--- src/rtl/ide_irq_pkg.sv ---
package ide_irq_pkg;
    localparam int DATA_W    = 8;
    localparam int NCH       = 2;
    localparam int ID_W      = 4;
    localparam int ROUTE_ADR = 'h0000;
    localparam int CH_BASE   = 'h2000;
    localparam int CH_STRIDE = 'h1000;
    localparam int EN_OFS    = 'h0200;
    localparam int ST_OFS    = 'h0290;
    localparam int ID_ADR    = 'h2280;
    localparam int ID_STEP   = 4;
    localparam int SEL_BIT   = 0;
    localparam int WIN_BIT   = 5;

    typedef struct packed {
        logic [NCH-1:0]  en_hit;
        logic [NCH-1:0]  st_hit;
        logic [ID_W-1:0] id_hit;
        logic            route_hit;
    } dec_t;
endpackage

--- src/rtl/ide_addr_dec.sv ---
module ide_addr_dec
    import ide_irq_pkg::*;
#(
    parameter int ADDR_W = 14
) (
    input  logic [ADDR_W-1:0] addr,
    output dec_t              hit
);
    localparam logic [ADDR_W-1:0] ROUTE_A = ADDR_W'(ROUTE_ADR);

    for (genvar c = 0; c < NCH; c++) begin : g_ch
        localparam logic [ADDR_W-1:0] EN_A = ADDR_W'(CH_BASE + c * CH_STRIDE + EN_OFS);
        localparam logic [ADDR_W-1:0] ST_A = ADDR_W'(CH_BASE + c * CH_STRIDE + ST_OFS);
        assign hit.en_hit[c] = (addr == EN_A);
        assign hit.st_hit[c] = (addr == ST_A);
    end

    for (genvar i = 0; i < ID_W; i++) begin : g_id
        localparam logic [ADDR_W-1:0] ID_A = ADDR_W'(ID_ADR + i * ID_STEP);
        assign hit.id_hit[i] = (addr == ID_A);
    end

    assign hit.route_hit = (addr == ROUTE_A);
endmodule

--- src/rtl/ide_chan_irq.sv ---
module ide_chan_irq (
    input  logic clk,
    input  logic rst_n,
    input  logic en_set,
    input  logic en_clr,
    input  logic raw,
    output logic en_o,
    output logic stat_o
);
    typedef struct packed {
        logic en;
        logic stat;
    } chan_t;

    chan_t s_d, s_q;

    always_comb begin
        s_d = s_q;
        if (en_set)      s_d.en = 1'b1;
        else if (en_clr) s_d.en = 1'b0;
        s_d.stat = raw & s_d.en;
    end

    always_ff @(posedge clk) begin
        if (!rst_n) s_q <= '0;
        else        s_q <= s_d;
    end

    assign en_o   = s_q.en;
    assign stat_o = s_q.stat;
endmodule

--- src/rtl/dual_ide_irq_regs.sv ---
module dual_ide_irq_regs
    import ide_irq_pkg::*;
#(
    parameter int              ADDR_W  = 14,
    parameter logic [ID_W-1:0] CARD_ID = 4'd3
) (
    input  logic              clk,
    input  logic              rst_n,
    input  logic [ADDR_W-1:0] bus_addr,
    input  logic              bus_rd,
    input  logic              bus_wr,
    input  logic [7:0]        bus_wdata,
    output logic [7:0]        bus_rdata,
    input  logic [1:0]        drv_irq_raw,
    output logic              host_irq,
    output logic              dma_chan_sel,
    output logic              tf_window_en
);
    typedef struct packed {
        logic              rd_prev;
        logic [DATA_W-1:0] route;
        logic [DATA_W-1:0] rdata;
    } top_t;

    top_t q, d;
    dec_t hit;
    logic rd_pulse;
    logic [NCH-1:0] ch_en, ch_stat;

    ide_addr_dec #(.ADDR_W(ADDR_W)) u_dec (.addr(bus_addr), .hit(hit));

    assign rd_pulse = bus_rd & ~q.rd_prev;

    for (genvar c = 0; c < NCH; c++) begin : g_chan
        ide_chan_irq u_chan (
            .clk    (clk),
            .rst_n  (rst_n),
            .en_set (bus_wr & hit.en_hit[c]),
            .en_clr (rd_pulse & hit.en_hit[c]),
            .raw    (drv_irq_raw[c]),
            .en_o   (ch_en[c]),
            .stat_o (ch_stat[c])
        );
    end

    always_comb begin
        logic [DATA_W-1:0] mux;
        d         = q;
        d.rd_prev = bus_rd;
        if (bus_wr && hit.route_hit) d.route = bus_wdata;

        mux = '0;
        for (int c = 0; c < NCH; c++)
            if (hit.st_hit[c]) mux[0] = ch_stat[c];
        for (int i = 0; i < ID_W; i++)
            if (hit.id_hit[i]) mux[0] = CARD_ID[i];
        if (hit.route_hit) mux = q.route;

        if (rd_pulse) d.rdata = mux;
    end

    always_ff @(posedge clk) begin
        if (!rst_n) q <= '0;
        else        q <= d;
    end

    assign bus_rdata    = q.rdata;
    assign host_irq     = |ch_stat;
    assign dma_chan_sel = q.route[SEL_BIT];
    assign tf_window_en = q.route[WIN_BIT];
endmodule

--- config.mk ---
export PLATFORM = sky130hd
export DESIGN_NAME = dual_ide_irq_regs
export DESIGN_NICKNAME = d
export VERILOG_FILES = /design/src/rtl/ide_irq_pkg.sv /design/src/rtl/ide_addr_dec.sv /design/src/rtl/ide_chan_irq.sv /design/src/rtl/dual_ide_irq_regs.sv
export SDC_FILE = /design/constraint.sdc
export NUM_CORES = 1
export LEC_CHECK = 0
export BUFFER_PORTS_ARGS = -buffer_cell sky130_fd_sc_hd__buf_2
export CAP_MARGIN = 20
export CORE_ASPECT_RATIO = 0.6
export CORE_MARGIN = 3
export CORE_UTILIZATION = 40
export CTS_BUF_LIST = sky130_fd_sc_hd__clkbuf_16
export DETAILED_ROUTE_END_ITERATION = 10
export PLACE_DENSITY_LB_ADDON = 0.15
export SLEW_MARGIN = 20
export SYNTH_ARGS = -nofsm -noshare
export SYNTH_HDL_FRONTEND = slang
export SYNTH_SLANG_ARGS = --single-unit
--- constraint.sdc ---
create_clock -name clk -period 2.85 [get_ports clk]
set_input_delay 0.1425 -clock clk [delete_from_list [all_inputs] [get_ports clk]]
set_output_delay 0.1425 -clock clk [all_outputs]
set_load 0.005 [all_outputs]
======== After elaboration in Yosys (flattened, before gate mapping) ========
Index checks and enable logic that the tools add are counted.
cells by class
  add/subtract/negate cells ............... 0
  multipliers ............................. 0
  div/mod/pow operators ................... 0
  $lt $le $gt $ge ......................... 0
  equal/unequal tests ..................... 8
  shift operators ......................... 0
  muxes and demuxes ....................... 11
  bitwise gates (word level) .............. 8
  reduce and logical (&&, ||, !) cells .... 3
operators with widths
  operator                                      number
  equality test 14 bit (second input constant)  8
  logical NOT 14 bit                            1
  two-way mux 1 bit                             10
  two-way mux 8 bit                             1
  bitwise AND 1 bit                             7
  OR reduction 2 bit                            1
  logical AND 1 bit                             1
  NOT 1 bit                                     1
word-level totals
  register bits ........................... 21
  bits in latches ......................... 0
  bits in writable memories ............... 0
  bits in read-only memories .............. 0
  input port bits ......................... 28
  output and inout bits ................... 11
  logic and storage cells ................. 37
  memories kept ........................... 0

======== Logic depth before layout (Yosys ltp) ========
Gate-level depths: netlist (run 1).
  word-level depth ........................ 8
  mapped depth ............................ 5
  depth with buffers taken out ............ 4

======== Modules after synthesis ========
From an unflattened synthesis (run 1), not the netlist that was laid out.
unflattened totals
  cells, all modules ...................... 127
  area total of the unflattened synthesis .. 1,112.3 um^2
by module, submodules not included
  module             times used  cells each  area each (um^2)
  dual_ide_irq_regs  1           92          828.3
  ide_chan_irq       2           5           71.3
  ide_addr_dec       1           25          141.4

======== Worst setup path after synthesis (run 1) ========
No wires, ideal clock.
  kind .................................... in2reg
  from .................................... input port bus_addr[8]
  to ...................................... register q (netlist bit dma_chan_sel)
  library setup time ...................... 0.123 ns
  data arrival time ....................... 1.522 ns
  data required time ...................... 2.727 ns
  path slack .............................. 1.205 ns
  cell stages on the path ................. 5
  buffers on the path ..................... 1
  cell sequence ........................... or4_1 or4_1 buf_2 o21ai_1 a21oi_1
between the ends
  longest elaborated chain between the ends .. 2
ends and longest elaborated chain
  item                  RTL line                 text
  from (decl)           dual_ide_irq_regs.sv:9   input logic [ADDR_W-1:0] bus_addr,
  logical NOT 14 bit    ide_addr_dec.sv:23       assign hit.route_hit = (addr == ROUTE_A);
  logical AND 1 bit     dual_ide_irq_regs.sv:50  if (bus_wr && hit.route_hit) d.route = bus_wdata;
  to (signal assigned)  dual_ide_irq_regs.sv:63  if (!rst_n) q <= '0;
  to (signal assigned)  dual_ide_irq_regs.sv:64  else q <= d;
  to (decl)             dual_ide_irq_regs.sv:25  top_t q, d;
No other way between the ends.
A chain may end at the register's enable or synchronous reset.

======== Final worst setup path (run 1) ========
  from .................................... register q[16] in the netlist's numbering
  to ...................................... register q (netlist bit bus_rdata[0])
between the ends
  longest elaborated chain between the ends .. 2
ends and longest elaborated chain
  item               RTL line                 text
  NOT 1 bit          dual_ide_irq_regs.sv:32  assign rd_pulse = bus_rd & ~q.rd_prev;
  bitwise AND 1 bit  dual_ide_irq_regs.sv:32
No other way between the ends.

==> results.yml, run 1 <==
status:
  outcome: "finished, final reports clean"
hold_path:
  timing.hold.worst.class: "in2reg"
  holdPathEnd: "g_chan[0].u_chan.stat_o"
  min_delay_path_depth: 2
  worst_hold_startpoint: "drv_irq_raw[0]"
grt:
  grt_antenna_before_repair: 0
  grt_overflow_total: 0
  grt_first_pass_wirelength_um: 4098
  total_routing_resource_utilization_after_global_routing_pct: 16.79
  largest_net_degree_at_the_start_of_global_routing: 18
  grt_pass1_vias: 841
setup_path:
  crit_fanout: 8
  timing.setup.critical_path_class: "reg2reg"
  critical_path.startpoint_type: "flip-flop"
  worstReg2RegStart: "q[16]"
  rrSetupSlack_ps: 1100
  worst_r2r_endpoint: "bus_rdata[0]"
  crit_arrival_ps: 1930
  rr_worst_depth: 4
  timing.critical_path.required_ps: 3030
  cp-end-kind: "flip-flop"
power_and_ir_drop:
  total_switching_power_mw: 0.1333
  max-vdd-ir-drop_v: 0.0002592
  power.density_cell_area_mw_per_mm2: 516.5
  power_frac_seq_pct: 46.4
  clock_power_share_pct: 46.3
  p_int_mw: 0.5020
  pleak_nw: 0.5173
  switching_share_of_power_pct: 20.99
  p_comb_share_pct: 7.3
cells_and_area:
  area_growth_pct: 21.21
  layout.cells.most_common: "buf_2"
  sequential_cell_area_um2: 420.4
  final_cell_mix: "buf_2, dfxtp_1"
  fin_util_pct: 54.01
  multi_input_area_um2: 498.0
  n_fill_cell: 230
  share_of_final_layout_standard_cells_stronger_than_drive_strength_1_pct: 35.92
  finish.net_count: 171
  diodes: 0
sta:
  finalMaxSlewViolations: 0
  setup_viol_count_final: 0
  finalSetupTns_ps: 0
  hold-worst-slack_ps: 134.9
  finalHoldViolCount: 0
  max-slew-margin-rel_pct: 63.90
  final.period_utilization_pct: 61.48
  timing_worst_slew_pin_value_ps: 537.5
  layout_min_cycle_time_ps: 1752
  grt_setup_unrepaired: "false"
  finClkSkew_ps: 2.212
  achievable-frequency_mhz: 570.7
yosys:
  post_synth_xor_area_fraction_pct: 0
  ys_types: 34
  most_frequently_used_flop_master_after_synthesis: "dfxtp_1"
  synthSimpleGateAreaFrac_pct: 29.96
  synth_mux_area_share_pct: 0
  post_synth_instance_area_mm2: 0.001015
  synth_top_family_by_area: "simple AND/OR/NAND/NOR gates"
  synth_adder_area_share_pct: 0
  synth_seq_area_share_pct: 41.43
  synthesis.nets: 140
  synth_edf_count: 0
  netlist_instances: 112
  yosys_warnings: 0
  compound_gate_portion_of_the_synthesized_area_pct: 19.11
  avgSynthCellArea_um2: 9.060
  ys_async_sr_fraction_pct: 0
  ys_ff_latch: 21
clock_network:
  root_buffer: "clkbuf_16"
  cts_setup_buffers: 0
  cts-hold-fix-buffers: 0
  cts_max_path_buffers: 2
  numCtsBuffers: 3
  clk_latency_ps: 250
  worst_setup_hold_path_clk_slew_ps: 60
  h-tree-depth: 1
  cts_sink_cnt: 21
  cts_tree: "done"
  post_cts_resize_count: 0
floorplan:
  placementRows: 13
  start_util_pct: 44.56
  fp.coreArea_mm2: 0.002277
  design.portCount: 39
  design.die.area_mm2: 0.003197
  floorplan.die.height_um: 45.02
  die_span_x_um: 71.03
routing:
  firstDrtPassIters: 4
  detailedRoute.firstIterationViolations: 39
  final_ant_viol_nets: 0
  route.detailed.vias_per_inst: 5.494
  route.detailed.drc: 0
  finalWirelength_um: 2541
  routed_wire_length_per_instance_um: 14.77
  num_vias: 945
placement:
  detailed_place_hpwl_um: 2001
  port_buffers: 38
  rd_place_congestion: 0.7910
run:
  maxCapViolCount: 0
-- through the flow --
step / total power [mW] / cell area (µm²) / setup WS, ps / std cells
finish: 0.6353 / 1230 / 1098 / 172
global route: 0.6559 / 1230 / 1019 / 172
CTS: 0.6407 / 1230 / 1101 / 172
detailed placement: 0.3472 / 1150 / 938.7 / 168
global placement: 0.3466 / 1150 / 961.5 / 168
floorplan: 0.3188 / 1015 / 1205 / 112
-- cell families (layout without fill, tap and decap cells) --
logic type             Yosys count  in the layout
AO/OA/AOI/OAI                   31             31
buffers and inverters           13             43
flip-flops                      21             21
AND/OR/NAND/NOR                 47             47
-- cell usage after synthesis (2+ instances only) --
master | instances | area share [%]
nor4_4 | 2 | 4.2
nand2_1 | 5 | 1.8
or4_1 | 4 | 3.0
nand3_1 | 9 | 4.4
a22oi_1 | 8 | 5.9
nand2b_1 | 2 | 1.2
and3_1 | 2 | 1.2
dfxtp_1 | 21 | 41
buf_4 | 8 | 5.9
o21ai_1 | 9 | 4.4
nor3_1 | 2 | 0.99
nor2_1 | 9 | 3.3
a21boi_1 | 2 | 1.5
a21oi_1 | 9 | 4.4
-- area by class of cell --
cell class / instances / share of cell area [%]
well taps: 30 / 3.052
inverters: 1 / 0.3052
repair buffers: 38 / 15.46
flip-flops and latches: 21 / 34.18
multi-input cells: 78 / 40.49
clock buffers: 3 / 6.104
clock inverters: 1 / 0.4069
-- routing by layer --
layer	vias to the layer above	routed length (µm)	track usage [%]
li1	473	-	-
met1	433	1305	25.34
met2	37	1052	22.10
met3	2	175	6.222
met4	0	8	4.120
met5	-	0	0
-- flip-flops by register name, summed over array words and instances (netlist names) --
register              count
g_chan.u_chan.stat_o      2
tf_window_en              1
dma_chan_sel              1
bus_rdata                 8
q                         7
g_chan.u_chan.en_o        2
-- how the worst max path moves through the flow --
stage,cells past startpoint,from,end
floorplan,5,bus_addr[8],dma_chan_sel
global placement,5,bus_addr[12],q[12]
detailed placement,5,bus_addr[12],tf_window_en
CTS,4,q[16],bus_rdata[0]
global route,4,q[16],bus_rdata[0]
finish,4,q[16],bus_rdata[0]
-- power by group through the flow --
stage | Sequential (mW) | Combinational [mW] | Clock, mW
floorplan | 0.301 | 0.0177 | 0
detailed placement | 0.301 | 0.0459 | 0
global placement | 0.301 | 0.0454 | 0
global route | 0.295 | 0.0510 | 0.310
CTS | 0.295 | 0.0461 | 0.300
finish | 0.295 | 0.0466 | 0.294
-- critical path, cell delays in order, from the launching register on --
cell     delay, ps
dfxtp_1        320
or4b_2         650
nor4_4         430
a22oi_1        140
o21ai_1        150
(Power assumes the default switching activity.)
==> inputs of run 2 (changes only) <==
Clock period 2.85 ns to 1.65 ns, I/O delays scaled along.
==> run 2 against run 1 <==
  * Global-route usage rose by 1.5 points
  * Die area did not move
  * First-iteration DRC count increased by 79%
  * Sequential share of layout area is 2.4 points lower
  * Clock power is 71% higher
  * Critical endpoint unchanged
  * Clock skew is essentially flat
==> results.yml, run 2 (synthesis results as in run 1) <==
sta:
  setup_viol_count_final: 0
  finalMaxSlewViolations: 0
  max-slew-margin-rel_pct: 71.26
  achievable-frequency_mhz: 633.1
  finClkSkew_ps: 1.944
  timing_worst_slew_pin_value_ps: 430.8
  final.period_utilization_pct: 95.72
  final_critical_path_setup_slack_ps: 70.54
  layout_min_cycle_time_ps: 1579
  hold-worst-slack_ps: 67.52
  grt_setup_unrepaired: "true"
  finalHoldViolCount: 0
  finalSetupTns_ps: 0
grt:
  grt_pass1_vias: 980
  grt_antenna_before_repair: 0
  grt_overflow_total: 0
  total_routing_resource_utilization_after_global_routing_pct: 18.24
  largest_net_degree_at_the_start_of_global_routing: 17
  grt_first_pass_wirelength_um: 4560
power_and_ir_drop:
  power.density_cell_area_mw_per_mm2: 837.1
  pleak_nw: 0.5735
  max-vdd-ir-drop_v: 0.0005359
setup_path:
  timing.setup.critical_path_class: "reg2reg"
  critical_path.startpoint_type: "flip-flop"
  crit_fanout: 8
  timing.critical_path.required_ps: 1830
  crit_arrival_ps: 1760
  cp-end-kind: "flip-flop"
clock_network:
  cts_tree: "done"
  worst_setup_hold_path_clk_slew_ps: 60
  h-tree-depth: 1
  numCtsBuffers: 3
  cts-hold-fix-buffers: 0
  clk_latency_ps: 250
  cts_max_path_buffers: 2
  post_cts_resize_count: 0
  cts_setup_buffers: 0
  cts_sink_cnt: 21
  root_buffer: "clkbuf_16"
floorplan:
  start_util_pct: 44.56
  fp.coreArea_mm2: 0.002277
  design.die.area_mm2: 0.003197
  floorplan.die.height_um: 45.02
  design.portCount: 39
  die_span_x_um: 71.03
  placementRows: 13
placement:
  port_buffers: 38
  rd_place_congestion: 0.8197
  setup_ws_pre_cts_ps: -105.8
  detailed_place_hpwl_um: 2162
cells_and_area:
  share_of_final_layout_standard_cells_stronger_than_drive_strength_1_pct: 41.83
  n_fill_cell: 225
  layout.cells.most_common: "buf_2"
  diodes: 0
  largest_register_ffs: 8
  finish.net_count: 182
  area_growth_pct: 30.70
  final_cell_mix: "buf_2, dfxtp_1, buf_4"
hold_path:
  timing.hold.worst.class: "in2reg"
routing:
  final_ant_viol_nets: 0
  routed_wire_length_per_instance_um: 14.87
  finalWirelength_um: 2721
  num_vias: 1019
  detailedRoute.firstIterationViolations: 70
  firstDrtPassIters: 4
  route.detailed.vias_per_inst: 5.568
  route.detailed.drc: 0
run:
  maxCapViolCount: 0
status:
  outcome: "finished, final reports clean"
## run 2: cell count changes in the layout (fill, tap and decap cells not counted), sizes merged
cell,before,now
buf,38,49
## run 2: critical path: stages, from the launching register on
cell,delay [ps]
dfxtp_2,320
or4b_4,500
nor4_4,290
buf_6,170
a22oi_2,50
o21ai_1,160
## run 2: final timing paths
kind	slack (ps)	endpoint	cells after the start	from
max	70	bus_rdata[0]	5	q[16]
min	70	g_chan[1].u_chan.stat_o	2	drv_irq_raw[1]
max reg2reg	70	bus_rdata[0]	5	q[16]
min reg2reg	470	g_chan[0].u_chan.en_o	2	g_chan[0].u_chan.en_o
## run 2: power breakdown
group / total, mW / internal (mW) / switching (mW)
Sequential: 0.510 / 0.509 / 0.000971
Combinational: 0.0963 / 0.0447 / 0.0516
Clock: 0.504 / 0.325 / 0.179
## run 2: routing by layer
| metal | routed length [µm] | track usage, % |
|---|---|---|
| met5 | 0 | 0 |
| met4 | 8 | 3.745 |
| met3 | 276 | 6.000 |
| met2 | 1147 | 28.36 |
| met1 | 1288 | 25.07 |
## run 2: layout make-up
type / count / area [µm²] / area share, %
Clock inverter: 1 / 5.005 / 0.3774
Sequential cell: 21 / 421.7 / 31.79
Clock buffer: 3 / 75.07 / 5.660
Inverter: 1 / 3.754 / 0.2830
Multi-Input combinational cell: 78 / 506.7 / 38.21
Timing Repair Buffer: 49 / 276.5 / 20.85
Tap cell: 30 / 37.54 / 2.830
## run 2: stage by stage
stage	utilization, %	area [µm²]	std cells	total power [mW]
after floorplan	-	1015	112	0.5506
after global placement	54.12	1232	179	0.6123
after detailed placement	54.12	1232	179	0.6139
after CTS	57.64	1313	183	1.120
after global routing	58.24	1326	183	1.154
final	58.24	1326	183	1.110
==> inputs of run 3 (changes only) <==
Settings changed: CAP_MARGIN 20 to unset, SETUP_SLACK_MARGIN set to 0.15, SYNTH_HIERARCHICAL set to 1.
==> run 3 against run 2 <==
  * Worst setup slack better by 320 ps
  * Sequential power is essentially flat
  * Register-to-register slack better by 540 ps
  * Utilization fell by 6.5 points
  * Clock power down 1%
  * Global-route usage shrank 2.9 points
  * Critical path depth rose by 3
  * Area after synthesis grew 9.6%
  * Clock-buffer cell count stayed put
  * Combinational power fell by 9.9%
  * Flip-flop and latch count unchanged
  * Critical path type is now in2reg
==> results.yml, run 3 <==
placement:
  setup_ws_pre_cts_ps: -9.156
  dpl_cell_area_mm2: 0.001246
  rd_place_congestion: 0.7062
  port_buffers: 38
  numPlacedInstances: 185
  detailed_place_hpwl_um: 1942
sta:
  final.period_utilization_pct: 76.20
  finalHoldViolCount: 0
  max-slew-margin-rel_pct: 77.18
  finalMaxSlewViolations: 0
  finClkSkew_ps: 2.405
  achievable-frequency_mhz: 795.4
  setup_viol_count_final: 0
  final_critical_path_setup_slack_ps: 392.7
  finalSetupTns_ps: 0
  layout_min_cycle_time_ps: 1257
  timing_worst_slew_pin_value_ps: 342.3
  hold-worst-slack_ps: 67.51
  grt_setup_unrepaired: "false"
setup_path:
  critical_path.startpoint_type: "input pin"
  worst_r2r_endpoint: "g_chan[0].u_chan/stat_o"
  rr_worst_depth: 4
  endpoint: "dma_chan_sel"
  path_depth: 8
  crit_arrival_ps: 1400
  worst_path_cell_chain: "buf_2, nor4_2, nand3_1, nor2_1, buf_4, nand2_2, nand2_1, a21boi_1"
  crit_fanout: 18
  cp-end-kind: "flip-flop"
  worstReg2RegStart: "q[16]"
  timing.critical_path.buf_inv: 2
  cp-startpoint: "bus_addr[1]"
  worst_path_largest_cell_delay_ps: 350
  timing.setup.critical_path_class: "in2reg"
  rrSetupSlack_ps: 610
  crit_slowest_cell: "nor4_2"
  top_delay_family_on_crit_path: "simple AND/OR/NAND/NOR gates"
  timing.critical_path.required_ps: 1790
clock_network:
  cts-hold-fix-buffers: 0
  cts_max_path_buffers: 2
  h-tree-depth: 1
  cts_setup_buffers: 0
  numCtsBuffers: 3
  post_cts_resize_count: 0
  worst_setup_hold_path_clk_slew_ps: 50
  cts_tree: "done"
  clk_latency_ps: 250
  root_buffer: "clkbuf_16"
  cts_sink_cnt: 21
floorplan:
  die_span_x_um: 74.08
  start_util_pct: 43.20
  design.die.area_mm2: 0.003470
  design.portCount: 39
  floorplan.die.height_um: 46.85
  fp.coreArea_mm2: 0.002575
  placementRows: 14
cells_and_area:
  diodes: 0
  stdcell_area_mm2: 0.001331
  n_fill_cell: 255
  layout.cells.most_common: "buf_2"
  final_cell_mix: "buf_2, dfxtp_1, nand2_1"
  largest_register_ffs: 8
  area_growth_pct: 19.69
  post_layout_nonfiller_instances: 189
  share_of_final_layout_standard_cells_stronger_than_drive_strength_1_pct: 37.58
  finish.net_count: 186
  fin_util_pct: 51.70
yosys:
  synth.cells.most_frequent: "dfxtp_1, nand2_1, nand3_1"
  synth_top_cell_by_area: "dfxtp_1"
  synth.top_cell.area_share_pct: 37.80
  ys_types: 28
  synth_edf_count: 0
  post_synth_instance_area_mm2: 0.001112
  ys_ff_latch: 21
  synth_seq_area_share_pct: 37.80
  ys_top_cells_by_area: "dfxtp_1, nand3_1, a21boi_2"
  most_instantiated_library_cell_after_synthesis: "dfxtp_1"
  yosys_warnings: 6
  netlist_instances: 127
  avgSynthCellArea_um2: 8.758
  most_frequently_used_flop_master_after_synthesis: "dfxtp_1"
  synthesis.nets: 155
  ys_async_sr_fraction_pct: 0
routing:
  routed_wire_length_per_instance_um: 13.17
  final_ant_viol_nets: 0
  finalWirelength_um: 2490
  num_vias: 959
  route.detailed.drc: 0
  firstDrtPassIters: 5
  detailedRoute.firstIterationViolations: 60
  route.detailed.vias_per_inst: 5.074
grt:
  largest_net_degree_at_the_start_of_global_routing: 22
  grt_overflow_total: 0
  grt_first_pass_wirelength_um: 3912
  total_routing_resource_utilization_after_global_routing_pct: 15.31
  grt_antenna_before_repair: 0
  grt_pass1_vias: 875
power_and_ir_drop:
  switching_share_of_power_pct: 20.21
  max-vdd-ir-drop_v: 0.0004619
  p_comb_share_pct: 7.9
  total_switching_power_mw: 0.2216
  pleak_nw: 0.5690
  power_frac_seq_pct: 46.7
  p_int_mw: 0.8751
  total_power_mw: 1.097
  power.density_cell_area_mw_per_mm2: 823.8
  clock_power_share_pct: 45.4
hold_path:
  timing.hold.worst.class: "in2reg"
  min_delay_path_depth: 2
  worst_hold_startpoint: "drv_irq_raw[0]"
status:
  outcome: "finished, final reports clean"
run:
  maxCapViolCount: 0
run 3: cell count changes after synthesis, sizes merged, moves of 5 or more:
cell    previous run  this run
a22oi              8         0
nand2              6        18
or4                5         0
a21oi              9         2
o21ai              9         2
a21boi             2        15
buf                9        14
nand3              9        16
run 3: worst min path at each step:
stage                         endpoint  slack [ps]
5_1_grt        g_chan[0].u_chan/stat_o          60
2_1_floorplan    g_chan[0].u_chan/en_o         200
4_1_cts        g_chan[0].u_chan/stat_o          60
3_5_place_dp   g_chan[0].u_chan/stat_o         320
6_report       g_chan[0].u_chan/stat_o          70
3_3_place_gp   g_chan[0].u_chan/stat_o         310
run 3: kinds of logic after synthesis:
family | after synthesis | share of synthesized area (%)
AND/OR/NAND/NOR | 67 | 33.63
AO/OA/AOI/OAI | 24 | 18.22
flip-flops | 21 | 37.79
buffers and inverters | 15 | 10.35
run 3: area by class of cell:
cell class                      instances  area (µm²)  area share (%)
Timing Repair Buffer                   40       205.2           15.41
Tap cell                               32       40.04           3.008
Clock buffer                            3       75.07           5.639
Clock inverter                          1       3.754          0.2820
Multi-Input combinational cell         91       583.1           43.80
Sequential cell                        21       420.4           31.58
Inverter                                1       3.754          0.2820
run 3: routing by layer:
layer	track usage, %	wire (µm)	vias to the layer above
met5	0	0	-
met1	21.11	1168	435
li1	-	-	493
met4	2.166	6	0
met2	24.12	1130	29
met3	5.128	184	2
run 3: power groups by stage:
stage | logic (mW) | registers [mW] | clock network [mW]
final | 0.0868 | 0.512 | 0.498
after global routing | 0.0961 | 0.512 | 0.527
after CTS | 0.0862 | 0.512 | 0.511
after detailed placement | 0.0859 | 0.523 | 0
after global placement | 0.0851 | 0.523 | 0
after floorplan | 0.0416 | 0.523 | 0
